`src/rtl/pic_pkg.sv`:
```
package pic_pkg;
  localparam int unsigned ADDR_W     = 8;
  localparam int unsigned DATA_W     = 32;
  localparam int unsigned PG_W       = ADDR_W - 2;
  localparam logic [ADDR_W-1:0] A_CTRL     = 8'h00;
  localparam logic [ADDR_W-1:0] A_THRESH   = 8'h01;
  localparam logic [ADDR_W-1:0] A_STATUS   = 8'h02;
  localparam logic [ADDR_W-1:0] A_CLR_BASE = 8'h04;
  localparam logic [1:0] PAGE_PRIO   = 2'b01;
  localparam logic [1:0] PAGE_MODE   = 2'b10;
  localparam int unsigned NONE_BIT   = 16;
  localparam int unsigned CLR_EN_BIT = 8;

  typedef enum logic [1:0] {
    TRG_LOW  = 2'b00,
    TRG_HIGH = 2'b01,
    TRG_FALL = 2'b10,
    TRG_RISE = 2'b11
  } trig_e;
endpackage

```
`src/rtl/pic_src_cell.sv`:
```
module pic_src_cell
  import pic_pkg::*;
(
  input  logic       clk,
  input  logic       rst_n,
  input  logic       req_i,
  input  logic [1:0] mode_i,
  input  logic       clr_i,
  output logic       pend_o
);
  logic req_q;
  logic latch_q;
  logic latch_d;
  logic hit;

  // next state: trigger decode and sticky latch
  always_comb begin
    hit    = 1'b0;
    pend_o = 1'b0;
    unique case (trig_e'(mode_i))
      TRG_LOW:  pend_o = ~req_i;
      TRG_HIGH: pend_o = req_i;
      TRG_FALL: begin hit = req_q & ~req_i; pend_o = latch_q; end
      TRG_RISE: begin hit = ~req_q & req_i; pend_o = latch_q; end
      default:  ;
    endcase
    // a new event in the clear cycle wins over the clear
    latch_d = mode_i[1] & (hit | (latch_q & ~clr_i));
  end

  always_ff @(posedge clk or negedge rst_n) begin
    if (!rst_n) begin
      req_q   <= 1'b0;
      latch_q <= 1'b0;
    end else begin
      req_q   <= req_i;
      latch_q <= latch_d;
    end
  end

  AST_LEVEL_NO_LATCH: assert property (@(posedge clk) disable iff (!rst_n)
    !$past(mode_i[1]) |-> !latch_q);
  AST_EDGE_STICKY: assert property (@(posedge clk) disable iff (!rst_n)
    (latch_q && mode_i[1] && !clr_i) |=> latch_q);
endmodule

```
`src/rtl/pic_arbiter.sv`:
```
module pic_arbiter #(
  parameter int unsigned NSRC = 64,
  parameter int unsigned PW   = 3,
  localparam int unsigned IDW = $clog2(NSRC)
) (
  input  logic [NSRC-1:0] pend_i,
  input  logic [PW-1:0]   prio_i [NSRC],
  input  logic [PW-1:0]   thr_i,
  output logic            any_o,
  output logic [IDW-1:0]  win_o
);
  logic [PW-1:0] best;

  // ascending scan; strict compare keeps the lowest index on ties
  always_comb begin
    best  = thr_i;
    any_o = 1'b0;
    win_o = '0;
    for (int i = 0; i < NSRC; i++) begin
      if (pend_i[i] && (prio_i[i] > best)) begin
        best  = prio_i[i];
        win_o = IDW'(i);
        any_o = 1'b1;
      end
    end
  end

  always_comb begin
    if (any_o) begin
      AST_WIN_ELIGIBLE: assert (pend_i[win_o] && (prio_i[win_o] > thr_i));
    end
  end
endmodule

```
`src/rtl/pic_prio_ctrl.sv`:
```
module pic_prio_ctrl
  import pic_pkg::*;
#(
  parameter int unsigned NSRC = 64,
  parameter int unsigned PW   = 3
) (
  input  logic              clk,
  input  logic              rst_n,
  input  logic [NSRC-1:0]   req_i,
  input  logic [ADDR_W-1:0] addr_i,
  input  logic [DATA_W-1:0] wdata_i,
  input  logic              we_i,
  output logic [DATA_W-1:0] rdata_o,
  output logic              irq_o
);
  localparam int unsigned IDW = $clog2(NSRC);

  logic           en_q, en_d, en_we;
  logic [PW-1:0]  thr_q, thr_d;
  logic           thr_we;
  logic [PW-1:0]  prio_q [NSRC];
  logic [1:0]     mode_q [NSRC];
  logic [NSRC-1:0] pend;
  logic [NSRC-1:0] clr;
  logic           any;
  logic [IDW-1:0] win;
  logic           irq_q, irq_d;
  logic           none_q, none_d;
  logic [IDW-1:0] id_q, id_d;
  logic [IDW-1:0] rd_idx;
  logic           unused_wdata;

  assign unused_wdata = ^{wdata_i[31:25], wdata_i[23:20], wdata_i[15:9], wdata_i[7:4]};

  // global controls: next state
  assign en_we  = we_i && (addr_i == A_CTRL);
  assign en_d   = wdata_i[0];
  assign thr_we = we_i && (addr_i == A_THRESH);
  assign thr_d  = wdata_i[PW-1:0];

  always_ff @(posedge clk or negedge rst_n) begin
    if (!rst_n) begin
      en_q <= 1'b0;
    end else if (en_we) begin
      en_q <= en_d;
    end
  end

  always_ff @(posedge clk or negedge rst_n) begin
    if (!rst_n) begin
      thr_q <= '0;
    end else if (thr_we) begin
      thr_q <= thr_d;
    end
  end

  // per-source configuration, clear decode and trigger cell
  for (genvar i = 0; i < NSRC; i++) begin : g_src
    localparam int unsigned GRP  = i / 32;
    localparam int unsigned OFS  = ((i / 16) % 2) * 16;
    localparam int unsigned SUB  = i % 16;
    localparam logic [ADDR_W-1:0] A_CLR  = A_CLR_BASE + ADDR_W'(GRP);
    localparam logic [ADDR_W-1:0] A_PRIO = {PAGE_PRIO, PG_W'(i)};
    localparam logic [ADDR_W-1:0] A_MODE = {PAGE_MODE, PG_W'(i)};

    assign clr[i] = we_i && (addr_i == A_CLR) && wdata_i[OFS+CLR_EN_BIT]
                    && (wdata_i[OFS+3:OFS] == 4'(SUB));

    if (i == 0) begin : g_rsvd
      assign prio_q[i] = '0;
      assign mode_q[i] = 2'b00;
    end else begin : g_cfg
      logic prio_we, mode_we;
      assign prio_we = we_i && (addr_i == A_PRIO);
      assign mode_we = we_i && (addr_i == A_MODE);

      always_ff @(posedge clk or negedge rst_n) begin
        if (!rst_n) begin
          prio_q[i] <= '0;
        end else if (prio_we) begin
          prio_q[i] <= wdata_i[PW-1:0];
        end
      end

      always_ff @(posedge clk or negedge rst_n) begin
        if (!rst_n) begin
          mode_q[i] <= 2'b00;
        end else if (mode_we) begin
          mode_q[i] <= wdata_i[1:0];
        end
      end
    end

    pic_src_cell u_cell (
      .clk    (clk),
      .rst_n  (rst_n),
      .req_i  (req_i[i]),
      .mode_i (mode_q[i]),
      .clr_i  (clr[i]),
      .pend_o (pend[i])
    );
  end

  pic_arbiter #(.NSRC(NSRC), .PW(PW)) u_arb (
    .pend_i (pend),
    .prio_i (prio_q),
    .thr_i  (thr_q),
    .any_o  (any),
    .win_o  (win)
  );

  // delivery stage: next state
  always_comb begin
    irq_d  = en_q & any;
    none_d = ~irq_d;
    id_d   = irq_d ? win : '0;
  end

  always_ff @(posedge clk or negedge rst_n) begin
    if (!rst_n) begin
      irq_q  <= 1'b0;
      none_q <= 1'b1;
      id_q   <= '0;
    end else begin
      irq_q  <= irq_d;
      none_q <= none_d;
      id_q   <= id_d;
    end
  end

  assign irq_o = irq_q;

  // read mux
  assign rd_idx = addr_i[IDW-1:0];

  always_comb begin
    rdata_o = '0;
    if (addr_i[ADDR_W-1 -: 2] == PAGE_PRIO) begin
      rdata_o[PW-1:0] = prio_q[rd_idx];
    end else if (addr_i[ADDR_W-1 -: 2] == PAGE_MODE) begin
      rdata_o[1:0] = mode_q[rd_idx];
    end else begin
      case (addr_i)
        A_CTRL:   rdata_o[0] = en_q;
        A_THRESH: rdata_o[PW-1:0] = thr_q;
        A_STATUS: begin
          rdata_o[NONE_BIT] = none_q;
          rdata_o[IDW-1:0]  = id_q;
        end
        default:  ;
      endcase
    end
  end

  AST_IRQ_NEEDS_EN: assert property (@(posedge clk) disable iff (!rst_n)
    !en_q |=> !irq_o);
  AST_STATUS_NOT_RSVD: assert property (@(posedge clk) disable iff (!rst_n)
    !none_q |-> (id_q != '0));
endmodule

```
`config.mk`:
```
export PLATFORM = sky130hd
export DESIGN_NAME = pic_prio_ctrl
export DESIGN_NICKNAME = d
export VERILOG_FILES = /design/src/rtl/pic_pkg.sv /design/src/rtl/pic_src_cell.sv /design/src/rtl/pic_arbiter.sv /design/src/rtl/pic_prio_ctrl.sv
export SDC_FILE = /design/constraint.sdc
export NUM_CORES = 1
export LEC_CHECK = 0
export ABC_CLOCK_PERIOD_IN_PS = 79400
export BUFFER_PORTS_ARGS = -buffer_cell sky130_fd_sc_hd__buf_2
export CORE_UTILIZATION = 58
export CTS_BUF_LIST = sky130_fd_sc_hd__clkbuf_8
export DETAILED_ROUTE_END_ITERATION = 16
export HOLD_SLACK_MARGIN = 0.15
export PLACE_DENSITY = 0.79
export SETUP_SLACK_MARGIN = 0.5
export SYNTH_ARGS = -nofsm -noshare
export SYNTH_HDL_FRONTEND = slang
export SYNTH_SLANG_ARGS = --single-unit
```
`constraint.sdc`:
```
create_clock -name clk -period 79.4 [get_ports clk]
set_input_delay 7.94 -clock clk [delete_from_list [all_inputs] [get_ports clk]]
set_output_delay 7.94 -clock clk [all_outputs]
set_load 0.01 [all_outputs]
```
[Word level (Yosys, flattened, before mapping)]
Index checks and enable logic that the tools add are counted.
Operators by class
  bitwise operators: 508
  div/mod/pow operators: 0
  add/sub/neg operators: 0
  mux-type cells: 333
  shifts and indexed selects: 0
  $mul: 0
  equality and inequality tests: 351
  reduce and logical (&&, ||, !) cells: 390
  order comparisons: 65
Operators with widths (number)
  == test 8 x 7 -> 1 bit, second input constant: 63
  == test 8 bit, second input constant: 63
  logical AND 1 bit: 261
  == test 2 bit, second input constant: 127
  bitwise AND 1 bit: 253
  2-to-1 mux 3 bit: 72
  2-to-1 mux 6 bit: 33
  one-hot mux 1 bit (3 select lines): 64
  inverter 1 bit: 191
  greater-than comparator 3 bit: 63
  == test 2 x 1 -> 1 bit, second input constant: 64
  zero test 2 bit: 63
  one-hot mux 1 bit (2 select lines): 63
  OR reduction 2 bit: 63
  2-to-1 mux 5 bit: 16
  2-to-1 mux 1 bit: 68
  == test 4 bit, second input constant: 16
  OR 1 bit: 63
  2-to-1 mux 4 bit: 9
  == test 4 x 3 -> 1 bit, second input constant: 8
  binary-select mux 3 bit (select 6 bit): 1
  == test 4 x 2 -> 1 bit, second input constant: 4
  == test 8 x 3 -> 1 bit, second input constant: 2
  binary-select mux 2 bit (select 6 bit): 1
  10 further kinds: 16
Storage, ports and cells
  bits in writable memories: 0
  bits in registers: 453
  bits of input ports: 107
  output and inout bits: 33
  bits in latches: 0
  bits in read-only memories: 0
  memories kept: 0
  logic and storage cells: 1904

[Logic depth before layout (Yosys ltp)]
  depth after elaboration: 194
  depth in mapped cells: 431
  gate-level depth less buffers: 429

[Modules after synthesis]
A second synthesis with hierarchy kept.
Unflattened totals
  cells, all modules: 3286
  area, all modules: 31823.0 um2
Modules (own cells, without submodules)
  pic_prio_ctrl: sequential area each 8184.1 um2, instances 1, area each 16158.0 um2, cells each 1243
  pic_arbiter: sequential area each 0.0 um2, instances 1, area each 9258.9 um2, cells each 1531
  pic_src_cell: sequential area each 50.0 um2, instances 64, area each 100.1 um2, cells each 8

[Worst setup path after synthesis]
No wires, ideal clock.
  path type: input to register
  from: input port req_i[1]
  to: register id_q[3]
  setup time: 0.133 ns
  required time: 79.267 ns
  arrival time: 83.416 ns
  stages on the path: 411
  slack: -4.149 ns
  cell sequence: xnor2_1 o211a_1 o21ai_2 o21ai_0 ha_1 or2_1 maj3_1 o2111ai_1 o21ai_0 o21ai_0 and2_1 mux2_2 ha_1 nor2_1 o2111ai_1 a31oi_1 mux2_2 ha_1 (+375 left out) ha_1 o21ai_0 a21boi_1 o221ai_1 mux2_4 ha_1 inv_1 a21o_1 a21oi_1 a311oi_1 mux2_2 ha_1 a21oi_1 a311oi_1 or2_2 nor3_2 a41oi_1 a21boi_1
On the way
  cells in the longest elaborated chain, start to end: 192
  elaborated cells between the ends (all ways): 310
RTL lines
  start, declared: line pic_prio_ctrl.sv:9  | input logic [NSRC-1:0] req_i,
  inverter 1 bit: line pic_src_cell.sv:21  | TRG_LOW: pend_o = ~req_i;
  one-hot mux 1 bit (3 select lines) (*): line pic_src_cell.sv:20  | unique case (trig_e'(mode_i))
  logical AND 1 bit (*): line pic_arbiter.sv:20  | if (pend_i[i] && (prio_i[i] > best)) begin
  2-to-1 mux 3 bit: line pic_arbiter.sv:20
  greater-than comparator 3 bit: line pic_arbiter.sv:20
  logical AND 1 bit: line pic_arbiter.sv:20
  2-to-1 mux 3 bit: line pic_arbiter.sv:20
  greater-than comparator 3 bit: line pic_arbiter.sv:20
  (+178 left out)
  2-to-1 mux 3 bit: line pic_arbiter.sv:20
  greater-than comparator 3 bit: line pic_arbiter.sv:20
  logical AND 1 bit: line pic_arbiter.sv:20
  2-to-1 mux 1 bit (*): line pic_arbiter.sv:20
  bitwise AND 1 bit (*): line pic_prio_ctrl.sv:114  | irq_d = en_q & any;
  via irq_d: line pic_prio_ctrl.sv:27  | logic irq_q, irq_d;
  2-to-1 mux 6 bit (*): line pic_prio_ctrl.sv:116  | id_d = irq_d ? win : '0;
  via id_d[3]: line pic_prio_ctrl.sv:29  | logic [IDW-1:0] id_q, id_d;
  end signal, assigned: line pic_prio_ctrl.sv:127  | id_q <= id_d;
  end, declared: line pic_prio_ctrl.sv:29
The timed path passes the listed nets; every way through them passes the cells marked *.
A chain may end at the register's enable or synchronous reset.

[Worst setup path in the final report]
Ends and elaborated chain as after synthesis.

==> flow_metrics.env <==
export IMPL_cpPeakStageDelay_ns=0.44
export IMPL_synth_ff_type="dfrtp_1"
export IMPL_htree_levels=3
export IMPL_grt_pass1_vias=28900
export IMPL_yosys_warnings=0
export IMPL_hold_class="flop to flop"
export IMPL_grt_overflow=0
export IMPL_fmax_ghz=0.0122
export IMPL_insertion_delay_ns=0.72
export IMPL_first_iter_violations=3199
export IMPL_relSlewSlack=0.122
export IMPL_cts_hold_buffers=0
export IMPL_synth_edff_count=0
export IMPL_finalHoldViolCount=0
export IMPL_layout_min_cycle_time_ns=81.72
export IMPL_cap_violations=0
export IMPL_hold_ws_ns=0.520
export IMPL_syn_inst=3313
export IMPL_clkTransAtPathRegs_ns=0.06
export IMPL_tritoncts="done"
export IMPL_rsz0062_at_grt="yes"
export IMPL_io_buffers=91
export IMPL_run_status="finished, violations left"
export IMPL_cts_path_max_buffers=3
export IMPL_drc=0
export IMPL_place_congestion=0.984
export IMPL_grt_pass1_wl_microns=162000
export IMPL_final_max_slew_violation_count=0
export IMPL_min_period_over_period=1.03
export IMPL_cpMostUsedCell="ha_4"
export IMPL_setup_tns_ns=-18.30
export IMPL_slowest_stage="or3b_4"
export IMPL_dp_final_hpwl_microns=76300
export IMPL_peakVddDrop_mv=0.0247
export IMPL_numCtsBuffers=79
export IMPL_drive_gt1_frac=0.343
export IMPL_antenna_left=0
export IMPL_drt_total_wl_microns=110000
export IMPL_start_util=0.592
export IMPL_arrival_ns=82.29
export IMPL_dieArea_sq_um=53800
export IMPL_path_max_fanout=5
export IMPL_grt_use_total=0.397
export IMPL_syn_avg_cell_area_sq_um=9.26
export IMPL_worst_r2r_setup_slack_ns=4.14
export IMPL_worst_slew_pin_slew_ns=1.31
export IMPL_ios=140
export IMPL_synth_area_sq_um=30700
export IMPL_ys_types=112
export IMPL_critPathCaptureType="flop"
export IMPL_vias=29600
export IMPL_ys_async_sr_fraction=1.00
export IMPL_grt_max_degree=113
export IMPL_violations="setup timing"
export IMPL_start_kind="primary input"
export IMPL_antenna_found_initial=11
export IMPL_seq_area_sq_um=11300
export IMPL_critPathKind="primary input to flop"
export IMPL_die_y_microns=232
export IMPL_dieWidth_microns=232
export IMPL_avgViaCountPerCell=6.61
export IMPL_cp_data_required_time_ns=79.96
export IMPL_setup_slack_ns=-2.32
export IMPL_ctsRootBufferMaster="clkbuf_8"
export IMPL_multiInputGateArea_sq_um=20400
export IMPL_ys_ff_latch=453
export IMPL_fillerInstances=3684
export IMPL_total_power_uw=1070
export IMPL_p_leak_uw=0.0166
export IMPL_core_area_sq_um=51800
export IMPL_syn_to_final_growth_pct=23.0
export IMPL_powerDensity_nw_per_um2=28.5
export IMPL_skew_ns=0.0383
export IMPL_dr_pass1_iters=9
export IMPL_avgRoutedWirePerCell_microns=24.6
export IMPL_std_cell_rows=83
export IMPL_setup_viol=8
export IMPL_ys_seq_area_frac=0.369
export IMPL_cts_sinks=453
export IMPL_nNetsFinal=3896
==> state kept, by name, summed over array words and instances (netlist names) <==
signal	flops
id_q	6
g_src.u_cell.req_q	63
mode_q	126
g_src.u_cell.latch_q	63
prio_q	189
thr_q	3
irq_o	1
none_q	1
en_q	1
==> final timing paths <==
| path | depth (start not counted) | from | to |
|---|---|---|---|
| max in group asynchronous | 3 | rst_n | prio_q[74]$_DFFE_PN0P_ |
| max reg2reg | 425 | thr_q[1]$_DFFE_PN0P_ | id_q[3]$_DFF_PN0_ |
| min | 1 | prio_q[186]$_DFFE_PN0P_ | prio_q[186]$_DFFE_PN0P_ |
| min reg2reg | 1 | prio_q[186]$_DFFE_PN0P_ | prio_q[186]$_DFFE_PN0P_ |
| max | 424 | req_i[1] | id_q[3]$_DFF_PN0_ |
| min in group asynchronous | 1 | rst_n | g_src[4].u_cell.req_q$_DFF_PN0_ |
==> report_power, final <==
group	leakage, uW	total, uW	switching (uW)	internal (uW)
clock	0.000901	226	108	118
combinational	0.00989	591	293	298
sequential	0.00579	258	14.9	243
total	0.0166	1070	415	659
==> layout by cell type, fill, tap and decap left out, types with 58 or more instances in the layout <==
cell type / n
a21boi_0: 71
a21oi_1: 155
buf_2: 85
buf_4: 316
clkbuf_8: 100
dfrtp_1: 452
inv_1: 163
mux2_2: 256
mux4_2: 100
nand2_1: 430
nand3_1: 58
nor2_1: 312
o21ai_0: 235
xor2_1: 59
==> cell usage after synthesis (65+ instances only) <==
cell type  instances  area (sq um)
dfrtp_1          452         11300
inv_1            157           589
nand3_1           67           335
ha_1              69           863
nand2_1          442          1660
mux4_2           100          2250
o21ai_0          259          1300
mux2_2           271          3050
clkbuf_1          65           244
a21oi_1          182           911
nor2_1           374          1400
a21boi_0          76           571
==> final cells by class <==
class,instances,area share
inverters,158,0.0158
well taps,680,0.0225
clock buffers,100,0.0364
flip-flops and latches,453,0.300
multi-input cells,2617,0.540
clock inverters,35,0.00653
repair buffers,411,0.0773
diodes,14,0.000928
==> metal layers <==
layer / GRT usage / vias to the layer above / share of wire
met5: 0 / - / 0
met4: 0.336 / 0 / 0.091
met3: 0.0856 / 529 / 0.095
met2: 0.624 / 1748 / 0.46
met1: 0.466 / 14400 / 0.36
li1: - / 12800 / -
==> repair_timing <==
item | in CTS | in global routing
resized for setup | 34 | 221
endpoints found under the setup margin | 8 | 8
pin swaps | 41 | 288
gates cloned | 0 | 0
buffers inserted | 21 | 68
==> worst max-delay path, delay by kind of cell <==
family / cells / cell delay (ns)
AO/OA/AOI/OAI: 165 / 26.97
adder cells (fa/ha/maj): 84 / 23.30
multiplexers: 22 / 6.37
AND/OR/NAND/NOR: 134 / 15.41
XOR/XNOR: 1 / 0.21
buffers and inverters: 18 / 1.72
==> kinds of logic (layout without fill, tap and decap cells) <==
family / count (synthesis) / count (layout) / synth area share
compound gates: 910 / 910 / 0.196
xor+xnor: 63 / 63 / 0.0180
fa+ha+maj: 97 / 97 / 0.0374
buf+inv: 267 / 704 / 0.0361
flops: 453 / 453 / 0.369
mux: 385 / 385 / 0.178
other cells: 1 / 39 / 0.000122
simple gates: 1137 / 1137 / 0.165
==> stage by stage <==
stage                util  worst slack, ns  cell area [sq um]  instances
global placement    0.660            -2.43              34200       4230
CTS                 0.697            -2.87              36100       4386
detailed placement  0.660            -4.22              34200       4230
finish              0.729            -2.32              37800       4468
global route        0.728            -5.13              37700       4463
floorplan               -            0.526              31600       3337
No activity file was read; power rests on OpenSTA's default activity.
